## config.mk

```make
export PLATFORM = sky130hd
export DESIGN_NAME = duty_cmp_mapper
export DESIGN_NICKNAME = d
export VERILOG_FILES = /design/src/rtl/dcm_pkg.sv /design/src/rtl/dcm_mul_stage.sv /design/src/rtl/dcm_fine_stage.sv /design/src/rtl/dcm_pack_stage.sv /design/src/rtl/duty_cmp_mapper.sv
export SDC_FILE = /design/constraint.sdc
export NUM_CORES = 1
export LEC_CHECK = 0
export BUFFER_PORTS_ARGS = -buffer_cell sky130_fd_sc_hd__buf_2
export CAP_MARGIN = 20
export CORE_ASPECT_RATIO = 1.1
export CORE_UTILIZATION = 65
export DETAILED_ROUTE_END_ITERATION = 8
export GPL_ROUTABILITY_DRIVEN = 1
export HOLD_SLACK_MARGIN = 0.02
export PLACE_DENSITY = 0.84
export SETUP_SLACK_MARGIN = 0.5
export SLEW_MARGIN = 20
export SYNTH_ARGS = -nofsm -noshare
export SYNTH_HDL_FRONTEND = slang
export SYNTH_SLANG_ARGS = --single-unit
```

## constraint.sdc

```tcl
create_clock -name clk -period 4.9 [get_ports clk]
set_input_delay 1.47 -clock clk [delete_from_list [all_inputs] [get_ports clk]]
set_output_delay 1.47 -clock clk [all_outputs]
set_load 0.05 [all_outputs]
```

## src/rtl/dcm_pkg.sv

```systemverilog
package dcm_pkg;

    // Selects how long the fine edge stays blanked after the period starts.
    typedef enum logic {
        BLANK_SHORT = 1'b0,
        BLANK_LONG  = 1'b1
    } blank_mode_e;

    localparam int unsigned BLANK_SHORT_CYC = 3;
    localparam int unsigned BLANK_LONG_CYC  = 6;

    // Number of register stages between the input and the output.
    localparam int unsigned PIPE_DEPTH = 3;

endpackage

```

## src/rtl/dcm_mul_stage.sv

```systemverilog
// Stage one: register the duty-by-period product together with its side data.
module dcm_mul_stage
    import dcm_pkg::*;
#(
    parameter int unsigned DUTY_W = 15,
    parameter int unsigned PER_W  = 16,
    parameter int unsigned SCL_W  = 8,
    localparam int unsigned PROD_W = DUTY_W + PER_W
) (
    input  logic              clk,
    input  logic              rst_n,
    input  logic              i_valid,
    input  logic [DUTY_W-1:0] i_duty,
    input  logic [PER_W-1:0]  i_period,
    input  logic [SCL_W-1:0]  i_scale,
    input  blank_mode_e       i_mode,
    output logic              o_valid,
    output logic [PROD_W-1:0] o_prod,
    output logic [SCL_W-1:0]  o_scale,
    output blank_mode_e       o_mode
);

    logic [PROD_W-1:0] prod_d;

    // Both operands are widened to the product width, so no bits are lost.
    always_comb begin
        prod_d = {{PER_W{1'b0}}, i_duty} * {{DUTY_W{1'b0}}, i_period};
    end

    always_ff @(posedge clk or negedge rst_n) begin
        if (!rst_n) begin
            o_valid <= 1'b0;
        end else begin
            o_valid <= i_valid;
        end
    end

    // Data registers load only with a command, so idle cycles leave them alone.
    always_ff @(posedge clk or negedge rst_n) begin
        if (!rst_n) begin
            o_prod  <= '0;
            o_scale <= '0;
            o_mode  <= BLANK_SHORT;
        end else if (i_valid) begin
            o_prod  <= prod_d;
            o_scale <= i_scale;
            o_mode  <= i_mode;
        end
    end

endmodule

```

## src/rtl/dcm_fine_stage.sv

```systemverilog
// Stage two: split the product, scale the fraction and add the 1.5-step offset.
module dcm_fine_stage
    import dcm_pkg::*;
#(
    parameter int unsigned DUTY_W = 15,
    parameter int unsigned PER_W  = 16,
    parameter int unsigned SCL_W  = 8,
    localparam int unsigned PROD_W = DUTY_W + PER_W,
    localparam int unsigned SUM_W  = DUTY_W + SCL_W + 1,
    localparam int unsigned INT_W  = SCL_W + 1
) (
    input  logic              clk,
    input  logic              rst_n,
    input  logic              i_valid,
    input  logic [PROD_W-1:0] i_prod,
    input  logic [SCL_W-1:0]  i_scale,
    input  blank_mode_e       i_mode,
    output logic              o_valid,
    output logic [PER_W-1:0]  o_coarse,
    output logic [INT_W-1:0]  o_fine_int,
    output blank_mode_e       o_mode
);

    // 1.5 expressed with DUTY_W fraction bits: 3 shifted up by (DUTY_W-1).
    localparam logic [SUM_W-1:0] ROUND_OFS = SUM_W'(3) << (DUTY_W - 1);

    logic [PER_W-1:0]  coarse_d;
    logic [DUTY_W-1:0] frac_d;
    logic [SUM_W-1:0]  sum_d;

    always_comb begin
        coarse_d = i_prod[PROD_W-1:DUTY_W];
        frac_d   = i_prod[DUTY_W-1:0];
        // The sum keeps the full DUTY_W fraction bits, so only one truncation happens.
        sum_d    = {{(SCL_W + 1){1'b0}}, frac_d} * {{(DUTY_W + 1){1'b0}}, i_scale}
                 + ROUND_OFS;
    end

    always_ff @(posedge clk or negedge rst_n) begin
        if (!rst_n) begin
            o_valid <= 1'b0;
        end else begin
            o_valid <= i_valid;
        end
    end

    always_ff @(posedge clk or negedge rst_n) begin
        if (!rst_n) begin
            o_coarse   <= '0;
            o_fine_int <= '0;
            o_mode     <= BLANK_SHORT;
        end else if (i_valid) begin
            o_coarse   <= coarse_d;
            o_fine_int <= sum_d[SUM_W-1:DUTY_W];
            o_mode     <= i_mode;
        end
    end

endmodule

```

## src/rtl/dcm_pack_stage.sv

```systemverilog
// Stage three: saturate the fine value, apply blanking and pack the output word.
module dcm_pack_stage
    import dcm_pkg::*;
#(
    parameter int unsigned PER_W  = 16,
    parameter int unsigned SCL_W  = 8,
    parameter int unsigned FINE_W = 8,
    localparam int unsigned INT_W  = SCL_W + 1,
    localparam int unsigned WORD_W = PER_W + 2 * FINE_W
) (
    input  logic              clk,
    input  logic              rst_n,
    input  logic              i_valid,
    input  logic [PER_W-1:0]  i_coarse,
    input  logic [INT_W-1:0]  i_fine_int,
    input  blank_mode_e       i_mode,
    output logic              o_valid,
    output logic [WORD_W-1:0] o_word
);

    localparam logic [PER_W-1:0] THR_SHORT = PER_W'(BLANK_SHORT_CYC);
    localparam logic [PER_W-1:0] THR_LONG  = PER_W'(BLANK_LONG_CYC);

    logic [FINE_W-1:0] fine_sat;
    logic [FINE_W-1:0] fine_fin;
    logic [PER_W-1:0]  thr;

    // The saturation logic depends on whether the integer part can exceed the fine field.
    generate
        if (INT_W > FINE_W) begin : g_sat
            always_comb begin
                if (i_fine_int > INT_W'({FINE_W{1'b1}})) begin
                    fine_sat = {FINE_W{1'b1}};
                end else begin
                    fine_sat = i_fine_int[FINE_W-1:0];
                end
            end
        end else begin : g_nosat
            always_comb begin
                fine_sat = FINE_W'(i_fine_int);
            end
        end
    endgenerate

    always_comb begin
        unique case (i_mode)
            BLANK_SHORT: thr = THR_SHORT;
            BLANK_LONG:  thr = THR_LONG;
            default:     thr = THR_LONG;
        endcase
        fine_fin = (i_coarse < thr) ? '0 : fine_sat;
    end

    always_ff @(posedge clk or negedge rst_n) begin
        if (!rst_n) begin
            o_valid <= 1'b0;
        end else begin
            o_valid <= i_valid;
        end
    end

    always_ff @(posedge clk or negedge rst_n) begin
        if (!rst_n) begin
            o_word <= '0;
        end else if (i_valid) begin
            o_word <= {i_coarse, fine_fin, {FINE_W{1'b0}}};
        end
    end

endmodule

```

## src/rtl/duty_cmp_mapper.sv

```systemverilog
module duty_cmp_mapper
    import dcm_pkg::*;
#(
    parameter int unsigned DUTY_W = 15,
    parameter int unsigned PER_W  = 16,
    parameter int unsigned SCL_W  = 8,
    parameter int unsigned FINE_W = 8,
    localparam int unsigned PROD_W = DUTY_W + PER_W,
    localparam int unsigned INT_W  = SCL_W + 1,
    localparam int unsigned WORD_W = PER_W + 2 * FINE_W
) (
    input  logic              clk,
    input  logic              rst_n,
    input  logic              in_valid,
    input  logic [DUTY_W-1:0] in_duty,
    input  logic [PER_W-1:0]  in_period,
    input  logic [SCL_W-1:0]  in_scale,
    input  logic              in_blank_long,
    output logic              out_valid,
    output logic [WORD_W-1:0] out_word
);

    // Signals between stage one and stage two.
    logic              s1_valid;
    logic [PROD_W-1:0] s1_prod;
    logic [SCL_W-1:0]  s1_scale;
    blank_mode_e       s1_mode;

    // Signals between stage two and stage three.
    logic              s2_valid;
    logic [PER_W-1:0]  s2_coarse;
    logic [INT_W-1:0]  s2_fine_int;
    blank_mode_e       s2_mode;

    blank_mode_e       in_mode;

    always_comb begin
        in_mode = in_blank_long ? BLANK_LONG : BLANK_SHORT;
    end

    dcm_mul_stage #(
        .DUTY_W (DUTY_W),
        .PER_W  (PER_W),
        .SCL_W  (SCL_W)
    ) u_mul (
        .clk      (clk),
        .rst_n    (rst_n),
        .i_valid  (in_valid),
        .i_duty   (in_duty),
        .i_period (in_period),
        .i_scale  (in_scale),
        .i_mode   (in_mode),
        .o_valid  (s1_valid),
        .o_prod   (s1_prod),
        .o_scale  (s1_scale),
        .o_mode   (s1_mode)
    );

    dcm_fine_stage #(
        .DUTY_W (DUTY_W),
        .PER_W  (PER_W),
        .SCL_W  (SCL_W)
    ) u_fine (
        .clk        (clk),
        .rst_n      (rst_n),
        .i_valid    (s1_valid),
        .i_prod     (s1_prod),
        .i_scale    (s1_scale),
        .i_mode     (s1_mode),
        .o_valid    (s2_valid),
        .o_coarse   (s2_coarse),
        .o_fine_int (s2_fine_int),
        .o_mode     (s2_mode)
    );

    dcm_pack_stage #(
        .PER_W  (PER_W),
        .SCL_W  (SCL_W),
        .FINE_W (FINE_W)
    ) u_pack (
        .clk        (clk),
        .rst_n      (rst_n),
        .i_valid    (s2_valid),
        .i_coarse   (s2_coarse),
        .i_fine_int (s2_fine_int),
        .i_mode     (s2_mode),
        .o_valid    (out_valid),
        .o_word     (out_word)
    );

endmodule

```

==> flow_results.org <==
** Logic synthesis
- Of the total synthesized cell area, the portion taken by XOR and XNOR cells is 1.564%.
- Number of warnings reported in the yosys synthesis log :: 0
- Flip-flop and latch count after synthesis :: 93
- By area, the combinational part of the netlist is dominated by adder cells.
- Most frequently used flop master after synthesis :: dfrtp_1
- EDFF count, synth :: 0
- The synthesized netlist devotes 16.57% of its cell area to simple gates.
- Sequential element share of the synthesized area :: 14.84%
- Share of synthesized flip-flops with an asynchronous set or reset :: 100.0%
- The cell area that synthesis handed to floorplanning was 0.01568 mm^2.
- The netlist uses 69 different library cells.
- In this run the biggest area consumer among cell types represents 32.80% of the synthesized area.
- Cell types occupying the most area after synthesis :: fa_1, dfrtp_1, ha_1, and2_1, inv_1
- Share of cell area taken by muxes after synthesis :: 4.595%
- Synthesis handed over a netlist of 1680 instances.
- Summing the areas of all compound-gate instances in the mapped netlist gives 7.387% of the synthesized area.
- Per-instance average area after synthesis :: 9.336 um^2
- The synthesized design spends more area on one cell type than any other, namely fa_1.
- Synthesized-area fraction occupied by adder cells :: 45.01%

** Cells and area
- Most common library cell in the layout ignoring fill and taps :: inv_1
- Summing all non-filler instances in the final layout gives an area of 0.01979 mm^2.
- Fill cell count :: 1122
- After the flow finishes, the layout carries non-filler instances totaling 2202.
- Diodes inserted :: 0
- After the last flow step, the layout net total stands at 2345.
- Cells with a size suffix above 1 make up 31.31% of the layout.
- Compared with the post-synthesis result, the final layout area differs by 26.17%.
- Commonest cells after routing, fill and taps aside :: inv_1, fa_1, nand2_1

** Floorplanning
- The initial utilization of the core area, before any placement, comes to 66.19%.
- Top-Level Pins :: 76
- From bottom edge to top edge, the die measures 164.9 um.
- The floorplan step defined a die boundary enclosing 0.02475 mm^2.
- Core area :: 0.02370 mm^2
- After floorplanning, the core was divided into 59 placement rows.
- From left edge to right edge, the die measures 150.1 um.

** Drt
- Iter 0 DRT Violations :: 1432
- Number of nets with antenna violations after routing :: 0
- The first detailed-routing pass took 6 iterations.
- Vias post-DR :: 13990
- In the routed layout, each cell is associated on average with a via count of 6.351.
- After detailed routing, the average wire length per cell comes to 23.50 um.
- Total Wirelength :: 51760 um
- For this run, design rule violations remaining after detail routing come to 0.

** Timing
- Setup violations remaining at the end of the flow were counted as 29.
- Setup repair after global routing could not meet its margin everywhere.
- Final critical delay including setup and external delays :: 6.579 ns
- In the finished design, the share of the clock period the worst path needs comes to 134.3%.
- Worst slew margin :: 28.61%
- Number of failing hold endpoints at the final stage :: 0
- For the pin with the worst max-slew slack, the measured transition is 1.071 ns.
- Smallest setup slack after layout :: -1.679 ns
- Worst clock skew :: 0.01622 ns
- Fmax :: 0.1520 GHz
- The final max-slew violation count was 0.

** Clock tree
- TritonCTS built the clock tree.
- Source-to-sink clock delay at the later pin of the worst-skew pair :: 0.36 ns
- Clock root cell :: clkbuf_16
- The clock passes through at most 2 buffers.
- Clock-pin slew was measured on the worst setup and hold paths at 0.07 ns.
- Post-cts hold buffer count :: 0
- CTS built an H-tree with a depth of 3.
- In this run, CTS created clock tree buffers numbering 9.
- CTS Sinks :: 93

** Global routing
- The via count of the first global-routing pass was 14650.
- Maximum number of pins on one net before global-route repair :: 66
- The number of antenna violations at the first check in global routing was 4.
- Global-route wire length before repair :: 72620 um
- All-layer global routing usage :: 38.20%
- The total overflow left after global routing is 0.

** Worst setup path
- Worst r2r dst :: u_fine.o_fine_int[7]
- Kind of start point of the critical path :: input pin
- Across all register-to-register paths, the minimum setup slack is -0.13 ns.
- In this run the worst path has a maximum fanout of 7.
- Worst R2R Path Depth :: 15
- Reg2Reg Launch Point :: u_mul.o_scale[6]
- The worst setup path is of the input pin to flop kind.
- Data required, critical path :: 5.11 ns
- Sort of element at the end of the critical path :: flop
- STA puts the critical path data arrival time at 6.79 ns.

** Outcome
- The flow ran to the end, but the final reports show violations.
- Violations in the final reports :: negative setup slack

** Place
- Once placement finished, the instance area stood at 0.01743 mm^2.
- In this run, placement finished with an instance count of 2127.
- Port buffering added 67 buffers.
- Pre-CTS setup slack :: -1.958 ns
- Detailed placement ended at an HPWL of 31270 um.
- Routability-driven placement finished with a final weighted congestion of 0.9720.

** Worst hold path
- Cell count of the worst hold path :: 1
- The tightest min-delay check is of the flop to flop type.
- Destination of the worst hold path :: u_pack.o_word[28]
- Origin of the worst min-delay path :: u_pack.o_word[28]

** Flow run
- Max-cap violations in this run came to 0.
[cell families after synthesis]
group | count (synthesis)
AOI/OAI and AO/OA | 171
xor gates and xnor gates | 28
adders and majority gates | 410
buffers and inverters | 404
DFF | 93
muxes | 64
other | 1
and+or+nand+nor | 509
[per-layer routing]
layer / share of wire (%) / up-vias / wire [um] / GRT usage, %
met2: 50 / 1097 / 25800 / 69.09
met3: 9.6 / 405 / 4967 / 6.105
li1: - / 5651 / - / -
met4: 8.6 / 8 / 4426 / 24.93
met1: 32 / 6825 / 16480 / 41.29
met5: 0.18 / - / 92 / 0
[worst max path at each step]
stage                        startpoint               end  slack [ns]  depth (start not counted)
after CTS                 in_period[12]  u_mul.o_prod[29]       -1.43                         19
after global placement     in_period[9]  u_mul.o_prod[29]       -1.78                         22
after global routing       in_period[5]  u_mul.o_prod[19]       -1.77                         23
after floorplan           in_period[10]  u_mul.o_prod[29]       -1.60                         20
after detailed placement   in_period[7]  u_mul.o_prod[29]       -1.96                         20
final                      in_period[5]  u_mul.o_prod[19]       -1.68                         23
[worst max-delay path, stage by stage]
cell and delay, ns:
buf_12 0.11, buf_6 0.11, buf_6 0.11, and2_1 0.14
fa_1 0.63, inv_2 0.06, fa_1 0.50, inv_1 0.06
fa_1 0.46, ha_1 0.36, fa_1 0.52, inv_2 0.04
fa_1 0.49, inv_2 0.05, ha_4 0.17, buf_4 0.14
a21oi_4 0.26, nand2_2 0.14, a31oi_4 0.27, buf_6 0.15
o21ai_4 0.07, xor2_2 0.15, mux2_4 0.32
[cells in the mapped netlist (13+ instances only)]
master	number
ha_1	153
nand2_1	198
dfrtp_1	93
inv_1	327
clkbuf_1	54
a21oi_1	57
nand3_1	13
fa_1	257
and2_1	212
mux2_2	60
o21ai_0	25
xnor2_1	18
nor2_1	34
[registers in the layout, indices dropped and copies added, names as in the netlist]
name,flops
u_fine.o_coarse,16
u_fine.o_fine_int,9
u_fine.o_mode,1
u_fine.o_valid,1
u_mul.o_mode,1
u_mul.o_prod,31
u_mul.o_scale,8
u_mul.o_valid,1
u_pack.o_valid,1
u_pack.o_word,24
[layout make-up]
cell class	instances	area, um^2	area share [%]
clock buffer	9	225.2	1.138
clock inverter	7	65.06	0.3288
inverter	328	1231	6.222
multi-input combinational	1190	13270	67.07
sequential	93	2349	11.87
tap	305	381.6	1.929
timing repair buffer	270	2265	11.44
[timing repair]
action	CTS	global route
setup buffers	28	29
gates cloned	1	1
pin swaps	91	101
resized for setup	197	160
endpoints found under the setup margin	35	35
[stage by stage]
stage / hold slack [ns] / utilization [%] / setup TNS, ns
CTS: 0.5074 / 79.53 / -28.88
detailed placement: 0.4727 / 73.55 / -41.66
finish: 0.5168 / 83.50 / -32.90
global placement: 0.4683 / 73.55 / -38.41
global route: 0.5279 / 83.50 / -36.23
floorplan: 0.3519 / - / -29.76
Power is not shown: default switching activity piles up to over one toggle a cycle in this logic, so the estimate is an artifact.
